### config.mk
export PLATFORM = sky130hd
export DESIGN_NAME = pwm_hub_regs
export DESIGN_NICKNAME = d
export VERILOG_FILES = /design/src/rtl/pwm_hub_pkg.sv /design/src/rtl/pwm_hub_decode.sv /design/src/rtl/pwm_hub_setclr.sv /design/src/rtl/pwm_hub_irq.sv /design/src/rtl/pwm_hub_regs.sv
export SDC_FILE = /design/constraint.sdc
export NUM_CORES = 1
export LEC_CHECK = 0
export CORE_ASPECT_RATIO = 0.75
export CORE_MARGIN = 4
export CORE_UTILIZATION = 30
export CTS_CLUSTER_DIAMETER = 50
export CTS_CLUSTER_SIZE = 8
export DETAILED_ROUTE_END_ITERATION = 7
export DONT_BUFFER_PORTS = 1
export SLEW_MARGIN = 20
export SYNTH_ARGS = -nofsm -noshare
export SYNTH_HDL_FRONTEND = slang
export SYNTH_SLANG_ARGS = --single-unit
### constraint.sdc
create_clock -name clk -period 6.9 [get_ports clk]
set_clock_uncertainty 0.15 [all_clocks]
set_input_delay 1.38 -clock clk [delete_from_list [all_inputs] [get_ports clk]]
set_output_delay 1.38 -clock clk [all_outputs]
set_load 0.03 [all_outputs]
### src/rtl/pwm_hub_pkg.sv
package pwm_hub_pkg;

  localparam int unsigned OFF_MODE   = 32'h00;
  localparam int unsigned OFF_EN_SET = 32'h04;
  localparam int unsigned OFF_EN_CLR = 32'h08;
  localparam int unsigned OFF_EN_STA = 32'h0C;
  localparam int unsigned OFF_IE_SET = 32'h10;
  localparam int unsigned OFF_IE_CLR = 32'h14;
  localparam int unsigned OFF_IE_STA = 32'h18;
  localparam int unsigned OFF_PEND   = 32'h1C;
  localparam int unsigned WIN_BASE   = 32'h200;
  localparam int unsigned WIN_STRIDE = 32'h20;

  typedef struct packed {
    logic mode;
    logic en_set;
    logic en_clr;
    logic en_sta;
    logic ie_set;
    logic ie_clr;
    logic ie_sta;
    logic pend;
  } reg_hit_t;

  // true when the address falls inside any channel window
  function automatic logic in_window(input logic [31:0] a, input int unsigned nch);
    return (a >= WIN_BASE) && (a < WIN_BASE + nch * WIN_STRIDE);
  endfunction

  // channel index of an address already known to be inside a window
  function automatic int unsigned window_of(input logic [31:0] a);
    return (a - WIN_BASE) / WIN_STRIDE;
  endfunction

endpackage

### src/rtl/pwm_hub_decode.sv
module pwm_hub_decode
  import pwm_hub_pkg::*;
#(
  parameter int NCH = 4,
  parameter int AW  = 12
) (
  input  logic [AW-1:0]  addr,
  output reg_hit_t       hit,
  output logic [NCH-1:0] win_hit,
  output logic           rd_none
);

  logic [31:0] a32;
  assign a32 = 32'(addr);

  always_comb begin
    hit.mode   = (a32 == OFF_MODE);
    hit.en_set = (a32 == OFF_EN_SET);
    hit.en_clr = (a32 == OFF_EN_CLR);
    hit.en_sta = (a32 == OFF_EN_STA);
    hit.ie_set = (a32 == OFF_IE_SET);
    hit.ie_clr = (a32 == OFF_IE_CLR);
    hit.ie_sta = (a32 == OFF_IE_STA);
    hit.pend   = (a32 == OFF_PEND);
  end

  for (genvar i = 0; i < NCH; i++) begin : g_win
    assign win_hit[i] = in_window(a32, NCH) && (window_of(a32) == 32'(i));
  end

  assign rd_none = !(hit.mode || hit.en_sta || hit.ie_sta || hit.pend || (|win_hit));

  always_comb begin
    AST_WIN_HIT_ONEHOT: assert ($onehot0(win_hit));
  end

endmodule

### src/rtl/pwm_hub_setclr.sv
module pwm_hub_setclr #(
  parameter int W = 4
) (
  input  logic         clk,
  input  logic         rst_n,
  input  logic [W-1:0] set_v,
  input  logic [W-1:0] clr_v,
  output logic [W-1:0] state
);

  always_ff @(posedge clk) begin
    if (!rst_n) state <= '0;
    else        state <= (state | set_v) & ~clr_v;
  end

  AST_SET_LANDS: assert property (@(posedge clk) disable iff (!rst_n)
    (set_v != '0 && clr_v == '0) |=> ((state & $past(set_v)) == $past(set_v)));
  AST_CLR_LANDS: assert property (@(posedge clk) disable iff (!rst_n)
    (clr_v != '0) |=> ((state & $past(clr_v)) == '0));
  AST_IDLE_HOLDS: assert property (@(posedge clk) disable iff (!rst_n)
    (set_v == '0 && clr_v == '0) |=> $stable(state));

endmodule

### src/rtl/pwm_hub_irq.sv
module pwm_hub_irq #(
  parameter int NCH = 4
) (
  input  logic           clk,
  input  logic           rst_n,
  input  logic [NCH-1:0] ev,
  input  logic           rd_clr,
  input  logic [NCH-1:0] mask,
  output logic [NCH-1:0] pend,
  output logic           irq
);

  always_ff @(posedge clk) begin
    if (!rst_n) pend <= '0;
    else        pend <= (rd_clr ? '0 : pend) | ev;
  end

  assign irq = |(pend & mask);

  AST_EVENT_LATCH: assert property (@(posedge clk) disable iff (!rst_n)
    (ev != '0) |=> ((pend & $past(ev)) == $past(ev)));
  AST_READ_CLEARS: assert property (@(posedge clk) disable iff (!rst_n)
    (rd_clr && ev == '0) |=> (pend == '0));
  AST_MASKED_QUIET: assert property (@(posedge clk) disable iff (!rst_n)
    (mask == '0) |-> !irq);

endmodule

### src/rtl/pwm_hub_regs.sv
module pwm_hub_regs
  import pwm_hub_pkg::*;
#(
  parameter int NCH = 4,
  parameter int AW  = 12,
  parameter int DW  = 32
) (
  input  logic                              clk,
  input  logic                              rst_n,
  input  logic [AW-1:0]                     bus_addr,
  input  logic                              bus_wr,
  input  logic                              bus_rd,
  input  logic [DW-1:0]                     bus_wdata,
  output logic [DW-1:0]                     bus_rdata,
  output logic [DW-1:0]                     mode_cfg,
  output logic [NCH-1:0]                    chan_en,
  input  logic [NCH-1:0]                    period_end,
  output logic                              irq,
  output logic [NCH-1:0]                    win_wr,
  output logic [NCH-1:0]                    win_rd,
  output logic [$clog2(WIN_STRIDE)-1:0]     win_offs,
  output logic [DW-1:0]                     win_wdata,
  input  logic [NCH*DW-1:0]                 win_rdata
);

  localparam int OFFS_W = $clog2(WIN_STRIDE);

  reg_hit_t       hit;
  logic [NCH-1:0] win_hit;
  logic           rd_none;
  logic [NCH-1:0] en_set, en_clr, ie_set, ie_clr;
  logic [NCH-1:0] ie_mask, pend;
  logic           pend_rd;
  logic [DW-1:0]  rd_val;
  logic [DW-1:0]  mode_q;

  pwm_hub_decode #(.NCH(NCH), .AW(AW)) u_dec (
    .addr(bus_addr), .hit(hit), .win_hit(win_hit), .rd_none(rd_none)
  );

  assign en_set = (bus_wr && hit.en_set) ? bus_wdata[NCH-1:0] : '0;
  assign en_clr = (bus_wr && hit.en_clr) ? bus_wdata[NCH-1:0] : '0;
  assign ie_set = (bus_wr && hit.ie_set) ? bus_wdata[NCH-1:0] : '0;
  assign ie_clr = (bus_wr && hit.ie_clr) ? bus_wdata[NCH-1:0] : '0;

  pwm_hub_setclr #(.W(NCH)) u_en (
    .clk(clk), .rst_n(rst_n), .set_v(en_set), .clr_v(en_clr), .state(chan_en)
  );

  pwm_hub_setclr #(.W(NCH)) u_ie (
    .clk(clk), .rst_n(rst_n), .set_v(ie_set), .clr_v(ie_clr), .state(ie_mask)
  );

  assign pend_rd = bus_rd && hit.pend;

  pwm_hub_irq #(.NCH(NCH)) u_irq (
    .clk(clk), .rst_n(rst_n), .ev(period_end), .rd_clr(pend_rd),
    .mask(ie_mask), .pend(pend), .irq(irq)
  );

  always_ff @(posedge clk) begin
    if (!rst_n)                  mode_q <= '0;
    else if (bus_wr && hit.mode) mode_q <= bus_wdata;
  end
  assign mode_cfg = mode_q;

  // channel window forwarding
  assign win_wr    = bus_wr ? win_hit : '0;
  assign win_rd    = bus_rd ? win_hit : '0;
  assign win_offs  = bus_addr[OFFS_W-1:0];
  assign win_wdata = bus_wdata;

  always_comb begin
    rd_val = '0;
    if (hit.mode)   rd_val = mode_q;
    if (hit.en_sta) rd_val = DW'(chan_en);
    if (hit.ie_sta) rd_val = DW'(ie_mask);
    if (hit.pend)   rd_val = DW'(pend);
    for (int i = 0; i < NCH; i++) begin
      if (win_hit[i]) rd_val = win_rdata[i*DW +: DW];
    end
  end

  always_ff @(posedge clk) begin
    if (!rst_n)      bus_rdata <= '0;
    else if (bus_rd) bus_rdata <= rd_val;
  end

  AST_UNMAPPED_ZERO: assert property (@(posedge clk) disable iff (!rst_n)
    (bus_rd && rd_none) |=> (bus_rdata == '0));
  AST_STATUS_READ: assert property (@(posedge clk) disable iff (!rst_n)
    (bus_rd && hit.en_sta) |=> (bus_rdata == DW'($past(chan_en))));
  AST_PEND_READ: assert property (@(posedge clk) disable iff (!rst_n)
    (pend_rd) |=> (bus_rdata == DW'($past(pend))));
  AST_WIN_WR_ONEHOT: assert property (@(posedge clk) disable iff (!rst_n)
    $onehot0(win_wr));
  AST_RDATA_HOLDS: assert property (@(posedge clk) disable iff (!rst_n)
    (!bus_rd) |=> $stable(bus_rdata));

endmodule

==> out/qor.txt <==
Syn. warnings: 0
worst skew pair latency: 0.34 ns
vias per inst: 5.92
die area: 17700 um2
sequential share of the synthesized area: 32.4%
measured slew at the worst slew-check pin: 1.08 ns
DR iter-0 viols: 357
Pre-Repair DR Iteration Count: 5
cts hold-fix bufs: 0
clock root cell: clkbuf_16
final design utilization: 31.8%
# setup viols final: 0
Vias: 4514
Max Cap Viol: 0
distinct cell type count after synthesis: 39
required time worst endpoint: 5.37 ns
Worst Path Arrival: 3.59 ns
largest net degree at the start of global routing: 64
Leak: 1.53 nW
first-pass GRT wire length: 25800 um
Post-Route WL: 17900 um
#FFs+latches synth: 76
vias in the first global route: 4299
met1 Use GR: 23.5%
chip height: 116 um
GPL Wtd Cong: 0.839
Ports: 294
Worst Setup Path Type: in2out
Ant. Diodes: 0
CTS clk-pin slew, worst paths: 0.07 ns
global route overflow: 0
grt peak-use layer: met2
Worst Setup End Kind: output pin
layout cells sized above 1: 12.2%
antenna violations before repair: 0
most common cell in the netlist: a21oi_1
gr usage total: 18.8%
register-to-register setup slack: 5.13 ns
Syn Nets: 795
fin crit share: 74.2%
routed length per instance: 23.5 um
antenna viol nets, final: 0
DP HPWL: 12900 um
# clock sinks: 76
area growth from synthesis to final layout: 3.36%
GRT met2 Usage: 30.4%
syn_area_per_cell: 7.64 um2
endpoints failing hold: 0
Syn Std Cell Area: 4690 um2
kind of path behind the tightest hold check: reg2reg
PwrDens: 208 nW/um2
Tmin final: 5.12 ns
Worst Path Max Fanout: 10
Synth top area share: 32.4%
Die Width: 152 um
Remaining DRCs: 0
outcome: completed
GRT met3 Usage: 6.89%
maximum vdd drop: 0.0000916 V
Setup crit start kind: primary input
clk buf depth: 2
Synth top cells by count: 80 x a21oi_1, 79 x nand2_1, 76 x dfxtp_1, 39 x buf_4, 38 x nor2_1
Core Box Area: 15300 um2
setup TNS: 0 ns
prevailing post-synth register cell: dfxtp_1
FFs w/ async S/R, synth: 0%
Slew headroom: 27.7%
fin nets: 733
Synth area leaders: dfxtp_1 32%, a21oi_1 8.5%, mux2_2 6.5%, nand2_1 6.3%, buf_4 6.2%
CTS tree: done
row count: 39
IO buf count: 0
EDFF count, synth: 0
unrepaired setup endpoints after global routing: false
cell taking the most area after synthesis: dfxtp_1
H-tree Lvls: 3
Slew Limit Fails: 0
Initial Utilization: 30.7%
Synth Instances: 614
TritonCTS Buffers: 9
FMAX: 195 MHz
Post-CTS Setup Repair Bufs: 0
CTS-repair resized insts: 0
power by group:
part | switching (mW) | leakage (nW) | internal (mW)
clock network | 0.210 | 0.138 | 0.250
logic | 0.0355 | 0.769 | 0.0383
registers | 0.0244 | 0.618 | 0.449
total | 0.270 | 1.53 | 0.737
metrics by stage:
stage	worst slack [ns]	total power, mW	hold WS, ns	instances	area, um2
floorplan	1.85	0.597	0.324	614	4690
global placement	1.85	0.554	0.370	746	4560
detailed placement	1.79	0.556	0.376	746	4560
CTS	1.77	1.02	0.388	762	4850
global route	1.70	1.05	0.402	762	4850
finish	1.78	1.01	0.394	762	4850
critical path, stage by stage:
cell	delay [ns]
or3_1	0.42
nor3_1	0.51
o21a_1	0.40
nand2_1	0.17
nor3_1	0.72
cells by family (layout without fill, tap and decap cells):
logic type | count (synthesis) | in the layout | share of synthesized area, %
compound gates | 192 | 192 | 24.0
buf+inv | 96 | 39 | 11.7
mux | 40 | 40 | 9.52
flops | 76 | 76 | 32.4
simple gates | 209 | 209 | 22.1
fa+ha+maj | 1 | 1 | 0.267
layer usage:
| layer | share of wire (%) | vias to the layer above |
|---|---|---|
| met5 | 0 | - |
| met4 | 2.7 | 0 |
| met3 | 11 | 36 |
| met2 | 46 | 316 |
| met1 | 40 | 2123 |
| li1 | - | 2039 |
path summary, 6_finish.rpt:
path	startpoint	cells past startpoint	to
max	bus_addr[11]	5	win_wr[3]
min	u_irq.pend[2]	2	u_irq.pend[2]
max reg2reg	mode_cfg[1]	5	bus_rdata[1]
min reg2reg	u_irq.pend[2]	2	u_irq.pend[2]
state kept, by name, indices dropped and copies added (netlist names):
signal / count
bus_rdata: 32
mode_cfg: 32
u_en.state: 4
u_ie.state: 4
u_irq.pend: 4
placed cells by master (no fill, tap or decap), types with 2 or more instances in the layout:
| master | netlist | final |
|---|---|---|
| a22oi_1 | 6 | 6 |
| nand2_1 | 79 | 78 |
| buf_4 | 39 | 12 |
| clkbuf_16 | 0 | 9 |
| or3_1 | 28 | 28 |
| nor4_1 | 8 | 8 |
| a31o_2 | 4 | 4 |
| nand4_1 | 2 | 2 |
| a21oi_1 | 80 | 80 |
| dfxtp_1 | 76 | 76 |
| o21ai_0 | 36 | 36 |
| clkinv_4 | 0 | 2 |
| a21o_1 | 27 | 27 |
| nor3_1 | 4 | 4 |
| and3_1 | 2 | 2 |
| mux2i_1 | 12 | 12 |
| o22ai_1 | 27 | 27 |
| mux2_2 | 27 | 27 |
| nor4_4 | 2 | 2 |
| nor2_1 | 38 | 38 |
| a211oi_1 | 8 | 8 |
| nand3_1 | 34 | 34 |
| inv_6 | 0 | 2 |
| inv_1 | 10 | 10 |
| nor4b_1 | 5 | 5 |
layout make-up:
class | count | area [um2]
Clock buffer | 9 | 225
Clock inverter | 7 | 58.8
Fill cell | 1619 | 10400
Inverter | 11 | 41.3
Multi-Input combinational cell | 442 | 2660
Sequential cell | 76 | 1520
Tap cell | 205 | 256
Timing Repair Buffer | 12 | 90.1
Note: power is estimated with default switching activity, not from simulation.
